$ cat config.mk
export PLATFORM = sky130hd
export DESIGN_NAME = evtmr_top
export DESIGN_NICKNAME = d
export VERILOG_FILES = /design/src/rtl/evtmr_pkg.sv /design/src/rtl/evtmr_prescale.sv /design/src/rtl/evtmr_decode.sv /design/src/rtl/evtmr_chan.sv /design/src/rtl/evtmr_top.sv
export SDC_FILE = /design/constraint.sdc
export NUM_CORES = 1
export LEC_CHECK = 0
export BUFFER_PORTS_ARGS = -buffer_cell sky130_fd_sc_hd__buf_2
export CAP_MARGIN = 0
export CORE_MARGIN = 2
export CORE_UTILIZATION = 25
export DETAILED_ROUTE_END_ITERATION = 10
export HOLD_SLACK_MARGIN = 0.1
export SYNTH_ARGS = -nofsm -noshare
export SYNTH_HDL_FRONTEND = slang
export SYNTH_SLANG_ARGS = --single-unit
$ cat constraint.sdc
create_clock -name clk -period 4.2 [get_ports clk]
set_input_delay 0.21 -clock clk [delete_from_list [all_inputs] [get_ports clk]]
set_output_delay 0.21 -clock clk [all_outputs]
set_load 0.02 [all_outputs]
$ cat src/rtl/evtmr_pkg.sv
// Package: shared widths, control-field positions and the register map
// of the event timer. Assumes byte addressing with 32-bit registers.
package evtmr_pkg;
    localparam int WORD_W      = 32;
    localparam int CNT_W       = 64;
    localparam int PRE_W       = 3;
    localparam int CTL_EN      = 0;
    localparam int CTL_RELOAD  = 1;
    localparam int CTL_PRE_LSB = 4;
    localparam int CTL_ONESHOT = 7;
    localparam int OFS_IRQ_EN  = 'h00;
    localparam int OFS_IRQ_ST  = 'h04;
    localparam int CH_STRIDE   = 'h20;
    localparam int REL_CTL     = 'h10;
    localparam int REL_IVL_LO  = 'h14;
    localparam int REL_IVL_HI  = 'h18;
    localparam int REL_CNT_LO  = 'h1C;
    localparam int REL_CNT_HI  = 'h20;

    // Byte offset of a channel-relative register.
    function automatic int chan_ofs(int ch, int rel);
        return ch * CH_STRIDE + rel;
    endfunction
endpackage

$ cat src/rtl/evtmr_prescale.sv
// Module: per-channel clock divider. It emits a one-cycle tick every
// 2^sel cycles while run is high. The phase restarts on restart.
// Assumes the divider wraps at 2^(2^PRE_W - 1), a multiple of every ratio.
module evtmr_prescale #(
    parameter int PRE_W = 3
) (
    input  logic             clk,
    input  logic             rst_n,
    input  logic             run,
    input  logic             restart,
    input  logic [PRE_W-1:0] sel,
    output logic             tick
);
    localparam int DIV_W = (1 << PRE_W) - 1;

    logic [DIV_W-1:0] div_q;
    logic [DIV_W-1:0] mask;

    // Low sel bits of the divider must all be one for a tick.
    always_comb begin
        mask = ~({DIV_W{1'b1}} << sel);
        tick = run && ((div_q & mask) == mask);
    end

    // Free-running divide counter, cleared on restart.
    always_ff @(posedge clk) begin
        if (!rst_n || restart) begin
            div_q <= '0;
        end else if (run) begin
            div_q <= div_q + 1'b1;
        end
    end
endmodule

$ cat src/rtl/evtmr_decode.sv
// Module: address decoder. It turns a byte offset into one-hot hits on
// the shared registers and on each channel's five registers.
// Assumes NUM_CH*0x20+0x20 fits in ADDR_W bits.
module evtmr_decode
    import evtmr_pkg::*;
#(
    parameter int NUM_CH = 2,
    parameter int ADDR_W = 8
) (
    input  logic [ADDR_W-1:0] addr,
    output logic              hit_ien,
    output logic              hit_ist,
    output logic [NUM_CH-1:0] hit_ctl,
    output logic [NUM_CH-1:0] hit_ivl_lo,
    output logic [NUM_CH-1:0] hit_ivl_hi,
    output logic [NUM_CH-1:0] hit_cnt_lo,
    output logic [NUM_CH-1:0] hit_cnt_hi
);
    // Compare the offset against every mapped register.
    always_comb begin
        hit_ien = (addr == ADDR_W'(OFS_IRQ_EN));
        hit_ist = (addr == ADDR_W'(OFS_IRQ_ST));
        for (int c = 0; c < NUM_CH; c++) begin
            hit_ctl[c]    = (addr == ADDR_W'(chan_ofs(c, REL_CTL)));
            hit_ivl_lo[c] = (addr == ADDR_W'(chan_ofs(c, REL_IVL_LO)));
            hit_ivl_hi[c] = (addr == ADDR_W'(chan_ofs(c, REL_IVL_HI)));
            hit_cnt_lo[c] = (addr == ADDR_W'(chan_ofs(c, REL_CNT_LO)));
            hit_cnt_hi[c] = (addr == ADDR_W'(chan_ofs(c, REL_CNT_HI)));
        end
    end
endmodule

$ cat src/rtl/evtmr_chan.sv
// Module: one down-counting channel. It holds the control, interval,
// count and delayed-stop state, and pulses expire when a tick finds the
// count at zero. Assumes SYNC_CYC >= 1.
module evtmr_chan
    import evtmr_pkg::*;
#(
    parameter int SYNC_CYC = 2
) (
    input  logic              clk,
    input  logic              rst_n,
    input  logic              ctl_we,
    input  logic              ivl_lo_we,
    input  logic              ivl_hi_we,
    input  logic [WORD_W-1:0] wdata,
    output logic [WORD_W-1:0] ctl_rd,
    output logic [CNT_W-1:0]  ivl_q,
    output logic [CNT_W-1:0]  cnt_q,
    output logic              expire
);
    localparam int STOP_W = $clog2(SYNC_CYC + 1);

    logic              en_q;
    logic              oneshot_q;
    logic              run_q;
    logic [PRE_W-1:0]  pre_q;
    logic [STOP_W-1:0] stop_q;
    logic              tick;
    logic              start;
    logic              resume;
    logic              halt_req;

    assign start    = ctl_we &  wdata[CTL_EN] &  wdata[CTL_RELOAD];
    assign resume   = ctl_we &  wdata[CTL_EN] & ~wdata[CTL_RELOAD];
    assign halt_req = ctl_we & ~wdata[CTL_EN];
    assign expire   = tick & (cnt_q == '0) & ~start;
    assign ctl_rd   = {{(WORD_W-8){1'b0}}, oneshot_q, pre_q, 3'b000, en_q};

    evtmr_prescale #(.PRE_W(PRE_W)) pre_i (
        .clk     (clk),
        .rst_n   (rst_n),
        .run     (run_q),
        .restart (start),
        .sel     (pre_q),
        .tick    (tick)
    );

    // Control fields; a one-shot expiry drops the enable bit.
    always_ff @(posedge clk) begin
        if (!rst_n) begin
            en_q      <= 1'b0;
            oneshot_q <= 1'b0;
            pre_q     <= '0;
        end else if (ctl_we) begin
            en_q      <= wdata[CTL_EN];
            oneshot_q <= wdata[CTL_ONESHOT];
            pre_q     <= wdata[CTL_PRE_LSB +: PRE_W];
        end else if (expire && oneshot_q) begin
            en_q      <= 1'b0;
        end
    end

    // Running state with the delayed stop after enable is cleared.
    always_ff @(posedge clk) begin
        if (!rst_n) begin
            run_q  <= 1'b0;
            stop_q <= '0;
        end else if (start) begin
            run_q  <= 1'b1;
            stop_q <= '0;
        end else if (expire && oneshot_q) begin
            run_q  <= 1'b0;
            stop_q <= '0;
        end else if (resume) begin
            run_q  <= 1'b1;
            stop_q <= '0;
        end else if (halt_req && run_q && stop_q == '0) begin
            stop_q <= STOP_W'(SYNC_CYC);
        end else if (stop_q != '0) begin
            stop_q <= stop_q - 1'b1;
            if (stop_q == STOP_W'(1)) begin
                run_q <= 1'b0;
            end
        end
    end

    // Interval words written from the bus.
    always_ff @(posedge clk) begin
        if (!rst_n) begin
            ivl_q <= '0;
        end else begin
            if (ivl_lo_we) ivl_q[WORD_W-1:0]     <= wdata;
            if (ivl_hi_we) ivl_q[CNT_W-1:WORD_W] <= wdata;
        end
    end

    // Count: load on start, decrement per tick, reload or hold at expiry.
    always_ff @(posedge clk) begin
        if (!rst_n) begin
            cnt_q <= '0;
        end else if (start) begin
            cnt_q <= ivl_q;
        end else if (tick) begin
            if (cnt_q == '0) begin
                cnt_q <= oneshot_q ? '0 : ivl_q;
            end else begin
                cnt_q <= cnt_q - CNT_W'(1);
            end
        end
    end
endmodule

$ cat src/rtl/evtmr_top.sv
// Module: event timer top. It decodes the register port, holds the
// shared interrupt-enable and pending registers and the count-high
// shadows, and instantiates NUM_CH channels. Assumes one bus access per cycle.
module evtmr_top
    import evtmr_pkg::*;
#(
    parameter int NUM_CH   = 2,
    parameter int ADDR_W   = 8,
    parameter int SYNC_CYC = 2
) (
    input  logic              clk,
    input  logic              rst_n,
    input  logic              bus_wr,
    input  logic              bus_rd,
    input  logic [ADDR_W-1:0] bus_addr,
    input  logic [WORD_W-1:0] bus_wdata,
    output logic [WORD_W-1:0] bus_rdata,
    output logic [NUM_CH-1:0] irq
);
    logic              hit_ien;
    logic              hit_ist;
    logic [NUM_CH-1:0] hit_ctl;
    logic [NUM_CH-1:0] hit_ivl_lo;
    logic [NUM_CH-1:0] hit_ivl_hi;
    logic [NUM_CH-1:0] hit_cnt_lo;
    logic [NUM_CH-1:0] hit_cnt_hi;
    logic [NUM_CH-1:0] irq_en_q;
    logic [NUM_CH-1:0] irq_st_q;
    logic [NUM_CH-1:0] expire_w;
    logic [WORD_W-1:0] ctl_w    [NUM_CH];
    logic [CNT_W-1:0]  ivl_w    [NUM_CH];
    logic [CNT_W-1:0]  cnt_w    [NUM_CH];
    logic [WORD_W-1:0] shadow_q [NUM_CH];
    logic [WORD_W-1:0] rd_val;

    evtmr_decode #(.NUM_CH(NUM_CH), .ADDR_W(ADDR_W)) dec_i (
        .addr       (bus_addr),
        .hit_ien    (hit_ien),
        .hit_ist    (hit_ist),
        .hit_ctl    (hit_ctl),
        .hit_ivl_lo (hit_ivl_lo),
        .hit_ivl_hi (hit_ivl_hi),
        .hit_cnt_lo (hit_cnt_lo),
        .hit_cnt_hi (hit_cnt_hi)
    );

    for (genvar c = 0; c < NUM_CH; c++) begin : g_ch
        evtmr_chan #(.SYNC_CYC(SYNC_CYC)) chan_i (
            .clk       (clk),
            .rst_n     (rst_n),
            .ctl_we    (bus_wr & hit_ctl[c]),
            .ivl_lo_we (bus_wr & hit_ivl_lo[c]),
            .ivl_hi_we (bus_wr & hit_ivl_hi[c]),
            .wdata     (bus_wdata),
            .ctl_rd    (ctl_w[c]),
            .ivl_q     (ivl_w[c]),
            .cnt_q     (cnt_w[c]),
            .expire    (expire_w[c])
        );

        // Capture the high count word when the low word is read.
        always_ff @(posedge clk) begin
            if (!rst_n) begin
                shadow_q[c] <= '0;
            end else if (bus_rd && hit_cnt_lo[c]) begin
                shadow_q[c] <= cnt_w[c][CNT_W-1:WORD_W];
            end
        end
    end

    // Interrupt-enable register.
    always_ff @(posedge clk) begin
        if (!rst_n) begin
            irq_en_q <= '0;
        end else if (bus_wr && hit_ien) begin
            irq_en_q <= bus_wdata[NUM_CH-1:0];
        end
    end

    // Pending flags: expiry sets and wins over write-1-to-clear.
    always_ff @(posedge clk) begin
        if (!rst_n) begin
            irq_st_q <= '0;
        end else begin
            for (int c = 0; c < NUM_CH; c++) begin
                if (expire_w[c]) begin
                    irq_st_q[c] <= 1'b1;
                end else if (bus_wr && hit_ist && bus_wdata[c]) begin
                    irq_st_q[c] <= 1'b0;
                end
            end
        end
    end

    // Read multiplexer; unmapped offsets fall through to zero.
    always_comb begin
        rd_val = '0;
        if (hit_ien) rd_val = WORD_W'(irq_en_q);
        if (hit_ist) rd_val = WORD_W'(irq_st_q);
        for (int c = 0; c < NUM_CH; c++) begin
            if (hit_ctl[c])    rd_val = ctl_w[c];
            if (hit_ivl_lo[c]) rd_val = ivl_w[c][WORD_W-1:0];
            if (hit_ivl_hi[c]) rd_val = ivl_w[c][CNT_W-1:WORD_W];
            if (hit_cnt_lo[c]) rd_val = cnt_w[c][WORD_W-1:0];
            if (hit_cnt_hi[c]) rd_val = shadow_q[c];
        end
    end

    assign bus_rdata = bus_rd ? rd_val : '0;
    assign irq       = irq_st_q & irq_en_q;
endmodule

==> flow_summary.yaml <==
floorplan:
  dieArea_um2: 74200
  start_util_pct: 25.2
  die_x_um: 272
  num_rows: 98
  coreArea_um2: 71400
  die_h_um: 272
  io-pin-count: 78
synthesis:
  synth-edff-count: 64
  yosysTopAreaCell: "dfxtp_1"
  ys_seq_elements: 354
  synth_top_area_share_pct: 32.2
  yosysSeqAreaShare_pct: 42.9
  synth_warnings: 0
  syn_area_per_cell_um2: 8.08
  syn_area_um2: 18000
  syn_nets: 2280
  synth_cell_types: 77
  async_reset_ff_share_pct: 0
  synth_ff_type: "dfxtp_1"
  syn_inst: 2230
  yosys-top-cells-area: "dfxtp_1 32%, edfxtp_1 11%, nand2_1 9.6%"
layout:
  drive_gt1_share_pct: 11.2
  seq_area_um2: 7730
  nNetsFinal: 2338
  antenna_cells: 0
  final_cell_mix: "461 x nand2_1, 290 x dfxtp_1, 233 x a21oi_1"
  multi_input_comb_area_um2: 9600
  fillers: 7672
  syn2layout_area_growth_pct: 17.7
  layout_commonest_cell: "nand2_1"
grt:
  grt_max_degree: 78
  busiest_layer: "met2"
  antenna_found_initial: 3
  grt_pass1_vias: 16700
  global_route.usage.met2_pct: 31.9
  grt_overflow: 0
  grt_first_pass_wirelength_um: 113000
  grt_use_met3_pct: 3.64
  grt_use_met1_pct: 26.5
  grt_use_total_pct: 19.8
critical_path:
  regToRegSetupSlack_ns: 0.83
  critPathLaunch: "g_ch[1].chan_i.cnt_q[0]"
  startpoint_type: "flop"
  cp.arrival_ns: 3.88
  worst-path-max-fanout: 10
  crit_chain: "inv_1, ha_1, or4b_2, or4_1, or2_1, nor4_1, a22oi_1, a21oi_1"
  path_class: "reg2reg"
  cp_data_required_time_ns: 4.71
  slowest_delay_ns: 0.68
  r2r-start: "g_ch[1].chan_i.cnt_q[0]"
  crit_slowest_cell: "or4b_2"
  end_kind: "flop"
power_and_ir_drop:
  p_per_area_nw_per_um2: 352
  p_leak_nw: 7.71
  ir_worst_vdd_mv: 0.200
route:
  drt_iter0_drc: 2597
  totalWireLength_um: 75900
  dr_total_vias: 18400
  drt_pass1_iterations: 8
  drt.antenna.violating_nets: 0
  drc: 0
  viasPerCell: 5.62
  wl_per_cell_um: 23.2
status:
  status: "complete, no violations"
sta:
  setup_violations: 0
  setup_ws_ns: 0.829
  fin_crit_ns: 3.37
  skew_ns: 0.0235
  finalSetupTns_ns: 0
  tightest_slew_ns: 1.09
  hold_violations: 0
  post-route-period-util_pct: 80.3
  fmax_mhz: 297
  slew_violations: 0
  relSlewSlack_pct: 26.9
  rsz0062_at_grt: "no"
worst_hold_path:
  holdCritPathClass: "in2reg"
  min_from: "bus_addr[4]"
placed_design:
  gp_congestion: 0.980
  io_buffer_count: 77
  post-place-ws_ns: 0.921
  dpl.hpwl_um: 54300
clocking:
  cts_inserted_buffers: 40
  htree_levels: 2
  cts_resized: 0
  clkTransAtPathRegs_ns: 0.06
  clk_path_buf_depth: 3
  clockRootBuffer: "clkbuf_16"
  clkLatencyLatePin_ns: 0.58
  cts_tree: "built"
  clock-sinks: 354
  cts_setup_buffers: 0
flow_run:
  drv_cap: 0
## state kept, by name (all words and copies together), names as in the netlist, 4 cells and up
name and cells:
g_ch.chan_i.cnt_q 128, g_ch.chan_i.pre_q 6, g_ch.chan_i.ivl_q 128, shadow_q 64
g_ch.chan_i.pre_i.div_q 14, g_ch.chan_i.stop_q 4
## critical path, delay by kind of cell (launching register included)
family | cells | cell delay [ns]
buffers and inverters | 1 | 0.10
adders and majority gates | 1 | 0.23
AOI/OAI and AO/OA | 2 | 0.32
and+or+nand+nor | 4 | 2.30
DFF | 1 | 0.36
## per-stage QoR
stage          cell area, µm²  total power (W)  std cells  hold WS, ns  utilization (%)
6_report                21200          0.00747       3270        0.197             29.7
4_1_cts                 21200          0.00749       3270        0.178             29.7
3_3_place_gp            19500          0.00383       3163        0.440             27.3
3_5_place_dp            19500          0.00383       3163        0.445             27.3
5_1_grt                 21200          0.00764       3270        0.228             29.7
2_1_floorplan           18000          0.00369       2230        0.346                -
## per-layer routing
| metal | part of all wire (%) | wire, µm | vias up |
|---|---|---|---|
| met1 | 41 | 30900 | 8825 |
| met4 | 3.9 | 2970 | 6 |
| met5 | 0.051 | 39 | - |
| li1 | - | - | 8303 |
| met3 | 9.9 | 7480 | 193 |
| met2 | 45 | 34500 | 1055 |
## worst paths after layout
check / endpoint / cells past startpoint
hold / removal: irq_en_q[0] / 5
setup / recovery: g_ch[1].chan_i.cnt_q[42] / 8
hold reg to reg: g_ch[0].chan_i.en_q / 2
setup reg to reg: g_ch[1].chan_i.cnt_q[42] / 8
## synth_stat cells, types with 11 or more instances
cell	n
edfxtp_1	64
a221oi_1	41
buf_2	18
a32oi_1	20
nor2_1	120
nor4_1	36
and3_1	27
a222oi_1	30
a22oi_1	18
nor3_1	77
or2_2	11
o211ai_1	22
o22ai_1	23
or3_1	27
and2_1	74
mux2i_1	32
nand2_1	461
a21boi_0	34
inv_1	21
xor2_1	17
o21ai_0	108
or4_1	18
nand3_1	62
a21oi_1	236
dfxtp_1	290
nand4_1	16
clkbuf_1	133
a31oi_1	14
## kinds of logic (layout without fill, tap and decap cells)
| kind of cell | Yosys count | count (layout) | synth area share (%) |
|---|---|---|---|
| compound gates | 642 | 642 | 23.0 |
| xor+xnor | 24 | 24 | 1.17 |
| fa+ha+maj | 6 | 6 | 0.417 |
| buf+inv | 184 | 274 | 4.09 |
| flops | 354 | 354 | 42.9 |
| mux | 38 | 38 | 2.15 |
| simple gates | 982 | 982 | 26.2 |
## layout make-up
type / instances / area share [%]
Timing Repair Buffer: 179 / 5.82
Clock inverter: 12 / 0.709
Clock buffer: 62 / 5.69
Inverter: 21 / 0.396
Multi-Input combinational cell: 1692 / 45.3
Sequential cell: 354 / 36.5
Tap cell: 950 / 5.61
## power breakdown
group          internal [W]  switching, W
logic             0.0000815      0.000215
clock network       0.00217       0.00151
registers           0.00348     0.0000162
## what timing repair did
action / in CTS / in global routing
hold buffers: 33 / 0
endpoints found under the setup margin: 0 / 0
endpoints found under the hold margin: 141 / 0
No activity file was read; power rests on OpenSTA's default activity.
